===== config.mk =====
export PLATFORM = sky130hd
export DESIGN_NAME = bbo_sequencer
export DESIGN_NICKNAME = d
export VERILOG_FILES = /design/src/rtl/bbo_pkg.sv /design/src/rtl/bbo_step_ctr.sv /design/src/rtl/bbo_step_decode.sv /design/src/rtl/bbo_sequencer.sv
export SDC_FILE = /design/constraint.sdc
export NUM_CORES = 1
export LEC_CHECK = 0
export ABC_AREA = 1
export BUFFER_PORTS_ARGS = -buffer_cell sky130_fd_sc_hd__buf_2
export CORE_MARGIN = 3
export CORE_UTILIZATION = 30
export CTS_CLUSTER_SIZE = 10
export DETAILED_ROUTE_END_ITERATION = 12
export REMOVE_ABC_BUFFERS = 1
export SETUP_SLACK_MARGIN = 0.3
export SLEW_MARGIN = 20
export SYNTH_ARGS = -nofsm -noshare
export SYNTH_HDL_FRONTEND = slang
export SYNTH_HIERARCHICAL = 1
export SYNTH_SLANG_ARGS = --single-unit

===== constraint.sdc =====
create_clock -name clk -period 1.9 [get_ports clk]
set_clock_uncertainty 0.05 [all_clocks]
set_input_delay 0.19 -clock clk [delete_from_list [all_inputs] [get_ports clk]]
set_output_delay 0.19 -clock clk [all_outputs]
set_load 0.1 [all_outputs]

===== src/rtl/bbo_pkg.sv =====
// Package: shared encodings for the bulk bitwise command sequencer.
// Assumes reserved rows occupy the top eight row addresses.
package bbo_pkg;

    typedef enum logic [2:0] {
        OP_AND  = 3'd0,
        OP_OR   = 3'd1,
        OP_NOT  = 3'd2,
        OP_NAND = 3'd3,
        OP_NOR  = 3'd4,
        OP_XOR  = 3'd5
    } op_e;

    typedef enum logic {
        KIND_COPY = 1'b0,
        KIND_ACT  = 1'b1
    } kind_e;

    // Offsets of reserved rows above the reserved base address
    localparam int OFS_T0   = 0;
    localparam int OFS_T1   = 1;
    localparam int OFS_T2   = 2;
    localparam int OFS_DCC  = 3;
    localparam int OFS_DCCN = 4;
    localparam int OFS_ZERO = 5;
    localparam int OFS_ONE  = 6;
    localparam int OFS_MAJ  = 7;
    localparam int RSV_ROWS = 8;

    // Longest command program (XOR) and step index width
    localparam int SEQ_MAX = 13;
    localparam int STEP_W  = $clog2(SEQ_MAX);

endpackage


===== src/rtl/bbo_step_ctr.sv =====
// Module: step index of the running command program.
// Assumes clear and adv are never high together; the index stays below SEQ_MAX.
module bbo_step_ctr
    import bbo_pkg::*;
(
    input  logic              clk,
    input  logic              rst_n,
    input  logic              clear,
    input  logic              adv,
    output logic [STEP_W-1:0] step
);

    // Reset, restart or advance the step index
    always_ff @(posedge clk) begin
        if (!rst_n) begin
            step <= '0;
        end else if (clear) begin
            step <= '0;
        end else if (adv) begin
            step <= step + 1'b1;
        end
    end

    assert_step_range_R6: assert property (@(posedge clk) disable iff (!rst_n)
        step < STEP_W'(SEQ_MAX));

endmodule


===== src/rtl/bbo_step_decode.sv =====
// Module: maps (operation, step index) onto one row command.
// Purely combinational; assumes the caller stops at the step flagged last.
module bbo_step_decode
    import bbo_pkg::*;
#(
    parameter int ROW_W = 10
) (
    input  logic [2:0]        op,
    input  logic [ROW_W-1:0]  row_a,
    input  logic [ROW_W-1:0]  row_b,
    input  logic [ROW_W-1:0]  row_d,
    input  logic [STEP_W-1:0] step,
    output kind_e             kind,
    output logic [ROW_W-1:0]  src,
    output logic [ROW_W-1:0]  dst,
    output logic              last
);

    localparam logic [ROW_W-1:0] BASE   = ROW_W'((1 << ROW_W) - RSV_ROWS);
    localparam logic [ROW_W-1:0] R_T0   = BASE + ROW_W'(OFS_T0);
    localparam logic [ROW_W-1:0] R_T1   = BASE + ROW_W'(OFS_T1);
    localparam logic [ROW_W-1:0] R_T2   = BASE + ROW_W'(OFS_T2);
    localparam logic [ROW_W-1:0] R_DCC  = BASE + ROW_W'(OFS_DCC);
    localparam logic [ROW_W-1:0] R_DCCN = BASE + ROW_W'(OFS_DCCN);
    localparam logic [ROW_W-1:0] R_ZERO = BASE + ROW_W'(OFS_ZERO);
    localparam logic [ROW_W-1:0] R_ONE  = BASE + ROW_W'(OFS_ONE);
    localparam logic [ROW_W-1:0] R_MAJ  = BASE + ROW_W'(OFS_MAJ);

    logic             use_one;
    logic             invert;
    logic [ROW_W-1:0] ctrl_row;

    // Pick the constant row and whether an inversion tail follows
    always_comb begin
        use_one  = (op == OP_OR) || (op == OP_NOR);
        invert   = (op == OP_NAND) || (op == OP_NOR);
        ctrl_row = use_one ? R_ONE : R_ZERO;
    end

    // Produce the command for the current step
    always_comb begin
        kind = KIND_COPY;
        src  = '0;
        dst  = '0;
        last = 1'b0;
        if (op == OP_NOT) begin
            if (step == 0) begin
                src = row_a;  dst = R_DCC;
            end else begin
                src = R_DCCN; dst = row_d; last = 1'b1;
            end
        end else if (op == OP_XOR) begin
            case (step)
                4'd0:    begin src = row_a;  dst = R_T0;  end
                4'd1:    begin src = row_b;  dst = R_T1;  end
                4'd2:    begin src = R_ZERO; dst = R_T2;  end
                4'd3:    begin kind = KIND_ACT; src = R_MAJ; end
                4'd4:    begin src = R_T0;   dst = R_DCC; end
                4'd5:    begin src = row_a;  dst = R_T0;  end
                4'd6:    begin src = row_b;  dst = R_T1;  end
                4'd7:    begin src = R_ONE;  dst = R_T2;  end
                4'd8:    begin kind = KIND_ACT; src = R_MAJ; end
                4'd9:    begin src = R_DCCN; dst = R_T1;  end
                4'd10:   begin src = R_ZERO; dst = R_T2;  end
                4'd11:   begin kind = KIND_ACT; src = R_MAJ; end
                default: begin src = R_T0;   dst = row_d; last = 1'b1; end
            endcase
        end else begin
            case (step)
                4'd0: begin src = row_a;    dst = R_T0; end
                4'd1: begin src = row_b;    dst = R_T1; end
                4'd2: begin src = ctrl_row; dst = R_T2; end
                4'd3: begin kind = KIND_ACT; src = R_MAJ; end
                4'd4: begin
                    src = R_T0;
                    if (invert) begin
                        dst = R_DCC;
                    end else begin
                        dst = row_d; last = 1'b1;
                    end
                end
                default: begin src = R_DCCN; dst = row_d; last = 1'b1; end
            endcase
        end
    end

endmodule


===== src/rtl/bbo_sequencer.sv =====
// Module: top of the bulk bitwise command sequencer.
// Takes one request while idle, walks its command program through a
// valid/ready command port, then pulses done. Assumes cmd_ready may stall freely.
module bbo_sequencer
    import bbo_pkg::*;
#(
    parameter int ROW_W = 10
) (
    input  logic             clk,
    input  logic             rst_n,
    input  logic             req_valid,
    output logic             req_ready,
    input  logic [2:0]       req_op,
    input  logic [ROW_W-1:0] req_src_a,
    input  logic [ROW_W-1:0] req_src_b,
    input  logic [ROW_W-1:0] req_dst,
    output logic             busy,
    output logic             done,
    output logic             cmd_valid,
    input  logic             cmd_ready,
    output logic             cmd_kind,
    output logic [ROW_W-1:0] cmd_src,
    output logic [ROW_W-1:0] cmd_dst
);

    localparam logic [ROW_W-1:0] R_MAJ = ROW_W'((1 << ROW_W) - RSV_ROWS + OFS_MAJ);

    logic              busy_q;
    logic              done_q;
    logic [2:0]        op_q;
    logic [ROW_W-1:0]  a_q;
    logic [ROW_W-1:0]  b_q;
    logic [ROW_W-1:0]  d_q;
    logic [STEP_W-1:0] step;
    kind_e             dec_kind;
    logic              dec_last;
    logic              take;
    logic              fire;

    // Handshake events on both sides
    always_comb begin
        take = req_valid && !busy_q;
        fire = busy_q && cmd_ready;
    end

    // Busy and done flags
    always_ff @(posedge clk) begin
        if (!rst_n) begin
            busy_q <= 1'b0;
            done_q <= 1'b0;
        end else begin
            done_q <= fire && dec_last;
            if (take) begin
                busy_q <= 1'b1;
            end else if (fire && dec_last) begin
                busy_q <= 1'b0;
            end
        end
    end

    // Capture the request fields when a request is taken
    always_ff @(posedge clk) begin
        if (!rst_n) begin
            op_q <= '0;
            a_q  <= '0;
            b_q  <= '0;
            d_q  <= '0;
        end else if (take) begin
            op_q <= req_op;
            a_q  <= req_src_a;
            b_q  <= req_src_b;
            d_q  <= req_dst;
        end
    end

    bbo_step_ctr u_ctr (
        .clk   (clk),
        .rst_n (rst_n),
        .clear (take),
        .adv   (fire && !dec_last),
        .step  (step)
    );

    bbo_step_decode #(.ROW_W(ROW_W)) u_dec (
        .op    (op_q),
        .row_a (a_q),
        .row_b (b_q),
        .row_d (d_q),
        .step  (step),
        .kind  (dec_kind),
        .src   (cmd_src),
        .dst   (cmd_dst),
        .last  (dec_last)
    );

    // Drive the remaining outputs
    always_comb begin
        req_ready = !busy_q;
        busy      = busy_q;
        done      = done_q;
        cmd_valid = busy_q;
        cmd_kind  = dec_kind;
    end

    assert_hold_R8: assert property (@(posedge clk) disable iff (!rst_n)
        (cmd_valid && !cmd_ready) |=> (cmd_valid && $stable(cmd_kind)
                                       && $stable(cmd_src) && $stable(cmd_dst)));

    assert_act_addr_R7: assert property (@(posedge clk) disable iff (!rst_n)
        (cmd_valid && cmd_kind) |-> (cmd_src == R_MAJ && cmd_dst == '0));

    assert_capture_R9: assert property (@(posedge clk) disable iff (!rst_n)
        (req_valid && req_ready) |=> (busy && cmd_valid && !req_ready));

    assert_stay_busy_R9: assert property (@(posedge clk) disable iff (!rst_n)
        (busy && !cmd_ready) |=> busy);

    assert_done_pulse_R10: assert property (@(posedge clk) disable iff (!rst_n)
        done |=> !done);

    assert_done_cause_R10: assert property (@(posedge clk) disable iff (!rst_n)
        done |-> $past(cmd_valid && cmd_ready));

endmodule


After elaboration in Yosys (flattened, before gate mapping):

Index checks and enable logic that the tools add are counted.

* flip-flop bits (word level): 39
* bits in latches: 0
* RAM bits: 0
* bits in read-only memories: 0
* input port bits: 37
* output and inout bits: 25
* logic and storage cells: 68
* memories: 0

* add/sub/neg operators: 1
* multiply operators: 0
* divide/modulo/power cells: 0
* $lt $le $gt $ge: 0
* eq/ne operators: 16
* shift-type cells: 0
* mux-type cells: 24
* bitwise logic cells: 1
* reductions and logical operators: 19

Operators by type and width (number)
* 10-bit one-hot mux with 5 select lines: 3
* 10-bit 2-to-1 mux: 7
* 10-bit one-hot mux with 6 select lines: 1
* 4-bit by 3-bit == test with 1-bit output (second input constant): 4
* 4-bit == test (second input constant): 4
* 12-bit OR reduction: 1
* 1-bit 2-to-1 mux: 11
* 3-bit OR reduction: 3
* 4-bit by 2-bit == test with 1-bit output (second input constant): 2
* 2-bit OR reduction: 4
* 3-bit by 2-bit == test with 1-bit output (second input constant): 2
* 3-bit == test (second input constant): 2
* 4-bit by 1-bit adder with 4-bit output (second input constant): 1
* 4-bit by 1-bit == test with 1-bit output (second input constant): 1
* 1-bit logical AND: 4
* 4-bit logical NOT: 1
* 4-bit OR reduction: 1
* 3-bit by 1-bit == test with 1-bit output (second input constant): 1
* 1-bit logical NOT: 2
* 1-bit logical OR: 2
* 2-bit 2-to-1 mux: 1
* 1-bit one-hot mux with 2 select lines: 1
* 2-bit nonzero test: 1
* 1-bit inverter: 1

Longest topological paths before layout:

* depth after elaboration: 9
* depth in mapped cells: 13
* depth with buffers taken out: 13

Modules after synthesis:

Netlist, hierarchy kept.

By module, submodules not included
* bbo_sequencer: instances 1, cells an instance 224, area an instance 1549.0 um2, seq. area each 700.7 um2
* bbo_step_decode: instances 1, cells an instance 266, area an instance 1216.2 um2, seq. area each 0.0 um2
* bbo_step_ctr: instances 1, cells an instance 23, area an instance 170.2 um2, seq. area each 80.1 um2

Worst setup path before layout:

No wires, ideal clock.

* kind: reg2out
* start point: register u_ctr.step[0]
* end point: output port cmd_dst[3]
* data arrival time: 2.600 ns
* required time: 1.660 ns
* setup slack: -0.940 ns
* cell stages (with the launch flop): 9
* path buffers: 0
* cells stage by stage: dfxtp_1 inv_1 nor2_1 nand2_2 nand2_4 nor2_2 nand2_1 nand2_2 a21oi_1

* longest elaborated chain between the ends: 5
* elaborated cells between the ends (all ways): 21
* classes of those cells: 11 x eq/ne; 5 x mux; 5 x reduce/logical

RTL lines
* from (decl): RTL line bbo_step_ctr.sv:10 `output logic [STEP_W-1:0] step`
* from (signal assigned): RTL line bbo_step_ctr.sv:20 `step <= step + 1'b1;`
* 4-bit == test (tied with other cells): RTL line bbo_step_decode.sv:53 `case (step)`
* 3-bit OR reduction (no line) or 2-bit OR reduction (tied branches)
* 10-bit one-hot mux with 5 select lines: RTL line bbo_step_decode.sv:53
* 10-bit 2-to-1 mux: RTL line bbo_step_decode.sv:52 `end else if (op == OP_XOR) begin`
* 10-bit 2-to-1 mux *: RTL line bbo_step_decode.sv:46 `if (op == OP_NOT) begin`
* to (decl): RTL line bbo_sequencer.sv:23 `output logic [ROW_W-1:0] cmd_dst`

Mark *: on every way between the ends. The rest lies on a longest branch, timed or not.

Worst setup path after layout:

* start point: register u_ctr.step[3]
* end point: output port cmd_dst[6]

The elaborated chain is that of the path after synthesis.

==> impl_summary.md <==
Run status
The flow ran to the end, but the final reports show violations. The checks that failed: setup timing.

Yosys
The average instance area after synthesis is 5.72 µm². Of the total synthesized cell area, the portion taken by AND, OR, NAND and NOR gates is 50.6%. The number of different library cells used by synthesis comes to 24.

The gate count of the mapped netlist is 513. The netlist area before placement is 2940 µm². The XOR/XNOR share of the synthesized area is 0%.

The number of synthesized register bits is 39. The sequential cell area fraction in the yosys report is 26.6%. After synthesis, the largest family of logic cells by area is simple AND/OR/NAND/NOR gates. The post-synthesis adder-cell area fraction is 0.426%. The synthesized netlist devotes 8.99% of its cell area to compound gates. Of the post-synthesis cell area, the part taken by muxes is 0%. Yosys printed 6 warnings.

Route
The number of DRC markers after the initial detailed-route iteration is 137. In the routed design, unresolved DRC markers number 0. Before antenna repair, the detailed router went through 4 iterations. Dividing the detail-routed wire length by the instance count gives 12.6 µm. The via density per instance is 4.58.

The wire length reported by the detailed router is 9.63 mm. The count of nets left with antenna violations once routing finished came out at 0. For this block, the via count after detailed routing is 3493.

Run
The number of maximum-capacitance constraint violations is 0.

Timing
The routed design could run at a clock period as short as 2.22 ns. The number of slew-limit violations in the final report came to 0. The achievable frequency is 450 MHz. The setup violation total in the final timing report is 25.

Setup repair after global routing could not meet its margin everywhere. The final worst hold slack is 0.138 ns. The final critical path takes up 117% of the cycle. The max-slew headroom at the worst pin is 67.8%. The hold violation total from the final report is 0. For the pin with the worst max-slew slack, the measured transition is 0.486 ns.

In the post-route analysis, the smallest setup slack over all paths is -0.324 ns.

GRT
The initial antenna violation count is 0. The via count of the first global-routing pass is 3401. Entering global routing, the biggest net connects 34 pins.

The total congestion overflow is 0. For this run, the total global-route usage over all layers was measured as 17.1%. The global-route wire length before repair is 15.6 mm.

Layout
The antenna diode count is 0. The final standard cell area without fillers is 4580 µm². The final net count is 670.

Cells with a size suffix above 1 make up 39.7% of the layout. The synthesis-to-finish area growth is 56.0%. The non-filler instance count after layout is 762.

Floorplanning
The count of standard-cell rows is 35. The width of the chip is 105 µm. The core region is 9370 µm². The die height is 105 µm. The initial utilization of the core area, before any placement, comes to 31.3%. The die covers 11000 µm².

The number of placed I/O pins is 62.

CTS
For the worst-skew pair, the clock arrives at the later sink with an insertion delay of 0.29 ns. TritonCTS built the clock tree. The clock buffer count from CTS is 5. The clock-pin slew reported for the worst setup and hold paths after clock tree synthesis is 0.08 ns. The clock root buffer is sky130_fd_sc_hd__clkbuf_8. The clock passes through at most 2 buffers. The number of clock sinks is 39. The H-tree depth is 2.

Placement
The half-perimeter wire length of the detailed placement result is 7.05 mm. After detailed placement, the design holds a cell count of 735. The standard cell area after detailed placement is 4010 µm². At the end of routability-driven placement, the weighted congestion stood at 0.948. The pre-CTS worst setup slack is -0.0662 ns.

The count of port buffers added during placement is 61.

Worst setup path
In this run the register-to-register setup slack is -0.12 ns. For the worst setup path, the data arrival time is 1.98 ns. The endpoint type of the worst setup path is an output port. Of all nets on the critical path, the largest fanout is 7. The critical path class is reg2out. STA classifies the critical path startpoint as a flop. STA puts the critical path data required time at 1.66 ns.

Worst hold path
The path category of the worst min-delay check is in2reg.

Power
In this run the static leakage power is 2.36 nW. The power density over the cells is 609 nW/µm². The maximum vdd ir drop is 0.000454 V.

The post-layout total power is 2.79 mW.
[worst max-delay path, stage by stage (launching register included)]
cell and delay, ns:
sky130_fd_sc_hd__dfxtp_4 0.39, sky130_fd_sc_hd__nor2_4 0.29, sky130_fd_sc_hd__inv_2 0.12, sky130_fd_sc_hd__nand2_2 0.10, sky130_fd_sc_hd__buf_6 0.11, sky130_fd_sc_hd__nand2_4 0.05, sky130_fd_sc_hd__nor2_4 0.15, sky130_fd_sc_hd__nor2_2 0.05
sky130_fd_sc_hd__a21oi_2 0.13, sky130_fd_sc_hd__buf_4 0.13, sky130_fd_sc_hd__buf_12 0.16
[area by class of cell]
cell class,instances,area (µm²)
Timing Repair Buffer,131,1190
Clock buffer,8,100
Multi-Input combinational cell,380,2030
Inverter,75,304
Tap cell,129,161
Sequential cell,39,798
Fill cell,978,4790
[state kept, by name (all words and copies together) (netlist names)]
name,cells
a_q,10
b_q,10
d_q,10
u_ctr/step,4
op_q,3
busy,1
done,1
[metal layers]
metal	up-vias	wire (µm)	GRT usage, %
met4	0	127	4.59
met3	12	487	2.78
met5	-	0	0
met2	88	4760	29.7
li1	1821	-	-
met1	1572	4250	21.8
[cell usage after synthesis]
| cell | n | area, µm² |
|---|---|---|
| sky130_fd_sc_hd__buf_6 | 3 | 33.8 |
| sky130_fd_sc_hd__and3_1 | 1 | 6.26 |
| sky130_fd_sc_hd__dfxtp_1 | 39 | 781 |
| sky130_fd_sc_hd__nand3_2 | 2 | 20.0 |
| sky130_fd_sc_hd__o21ai_2 | 1 | 8.76 |
| sky130_fd_sc_hd__nand4_1 | 3 | 18.8 |
| sky130_fd_sc_hd__inv_1 | 67 | 251 |
| sky130_fd_sc_hd__nor2_2 | 24 | 150 |
| sky130_fd_sc_hd__nand2_1 | 132 | 495 |
| sky130_fd_sc_hd__ha_1 | 1 | 12.5 |
| sky130_fd_sc_hd__nor2_4 | 4 | 45.0 |
| sky130_fd_sc_hd__o21ai_1 | 2 | 10.0 |
| sky130_fd_sc_hd__o21ai_0 | 13 | 65.1 |
| sky130_fd_sc_hd__buf_2 | 9 | 45.0 |
| sky130_fd_sc_hd__nor3_4 | 2 | 32.5 |
| sky130_fd_sc_hd__buf_4 | 2 | 15.0 |
| sky130_fd_sc_hd__nand3_1 | 59 | 295 |
| sky130_fd_sc_hd__inv_2 | 8 | 30.0 |
| sky130_fd_sc_hd__a21oi_1 | 24 | 120 |
| sky130_fd_sc_hd__nand2_4 | 1 | 11.3 |
| sky130_fd_sc_hd__clkbuf_1 | 5 | 18.8 |
| sky130_fd_sc_hd__nor2_1 | 94 | 353 |
| sky130_fd_sc_hd__nand2_2 | 9 | 56.3 |
| sky130_fd_sc_hd__o211ai_1 | 8 | 60.1 |
[kinds of logic (layout without fill, tap and decap cells)]
group / count (synthesis) / count (layout)
adder cells (fa/ha/maj): 1 / 1
flip-flops: 39 / 39
AND/OR/NAND/NOR: 331 / 331
buffers and inverters: 94 / 214
AO/OA/AOI/OAI: 48 / 48
[cells in the final DEF (no fill, tap or decap), types with 11 or more instances in the layout]
| cell type | Yosys | layout |
|---|---|---|
| sky130_fd_sc_hd__dfxtp_1 | 39 | 33 |
| sky130_fd_sc_hd__nor2_2 | 24 | 30 |
| sky130_fd_sc_hd__nand3_1 | 59 | 52 |
| sky130_fd_sc_hd__nand2_1 | 132 | 111 |
| sky130_fd_sc_hd__nand2_2 | 9 | 19 |
| sky130_fd_sc_hd__buf_2 | 9 | 39 |
| sky130_fd_sc_hd__buf_12 | 0 | 23 |
| sky130_fd_sc_hd__buf_4 | 2 | 65 |
| sky130_fd_sc_hd__inv_1 | 67 | 61 |
| sky130_fd_sc_hd__o21ai_0 | 13 | 11 |
| sky130_fd_sc_hd__a21oi_1 | 24 | 14 |
| sky130_fd_sc_hd__nand2_4 | 1 | 12 |
| sky130_fd_sc_hd__nor2_1 | 94 | 83 |
[final timing paths]
path | startpoint | endpoint | cells past startpoint
worst max-delay path | u_ctr/step[3] | cmd_dst[6] | 10
worst min-delay path | req_op[2] | op_q[2] | 5
worst max register to register | u_ctr/step[3] | u_ctr/step[1] | 11
worst min register to register | d_q[2] | d_q[2] | 2
[per-stage QoR]
step	utilization, %	setup TNS (ns)
after floorplan	-	-52.93
after global placement	42.8	-0.847
after detailed placement	42.8	-0.619
after CTS	46.6	-4.13
after global routing	48.9	-8.56
final	48.9	-5.91
[power by group]
part / switching (mW) / internal, mW / total, mW
clock: 0.298 / 0.332 / 0.630
combinational: 0.779 / 0.450 / 1.23
sequential: 0.0589 / 0.872 / 0.931
[repair_timing]
item                                    4_1_cts  5_1_grt
endpoints found under the setup margin       28       27
setup buffers                                11        8
hold buffers                                  0        0
gates resized for setup                      54       45
pin swaps                                    13       19
cloned                                        0        0
Note: power is estimated with default switching activity, not from simulation.
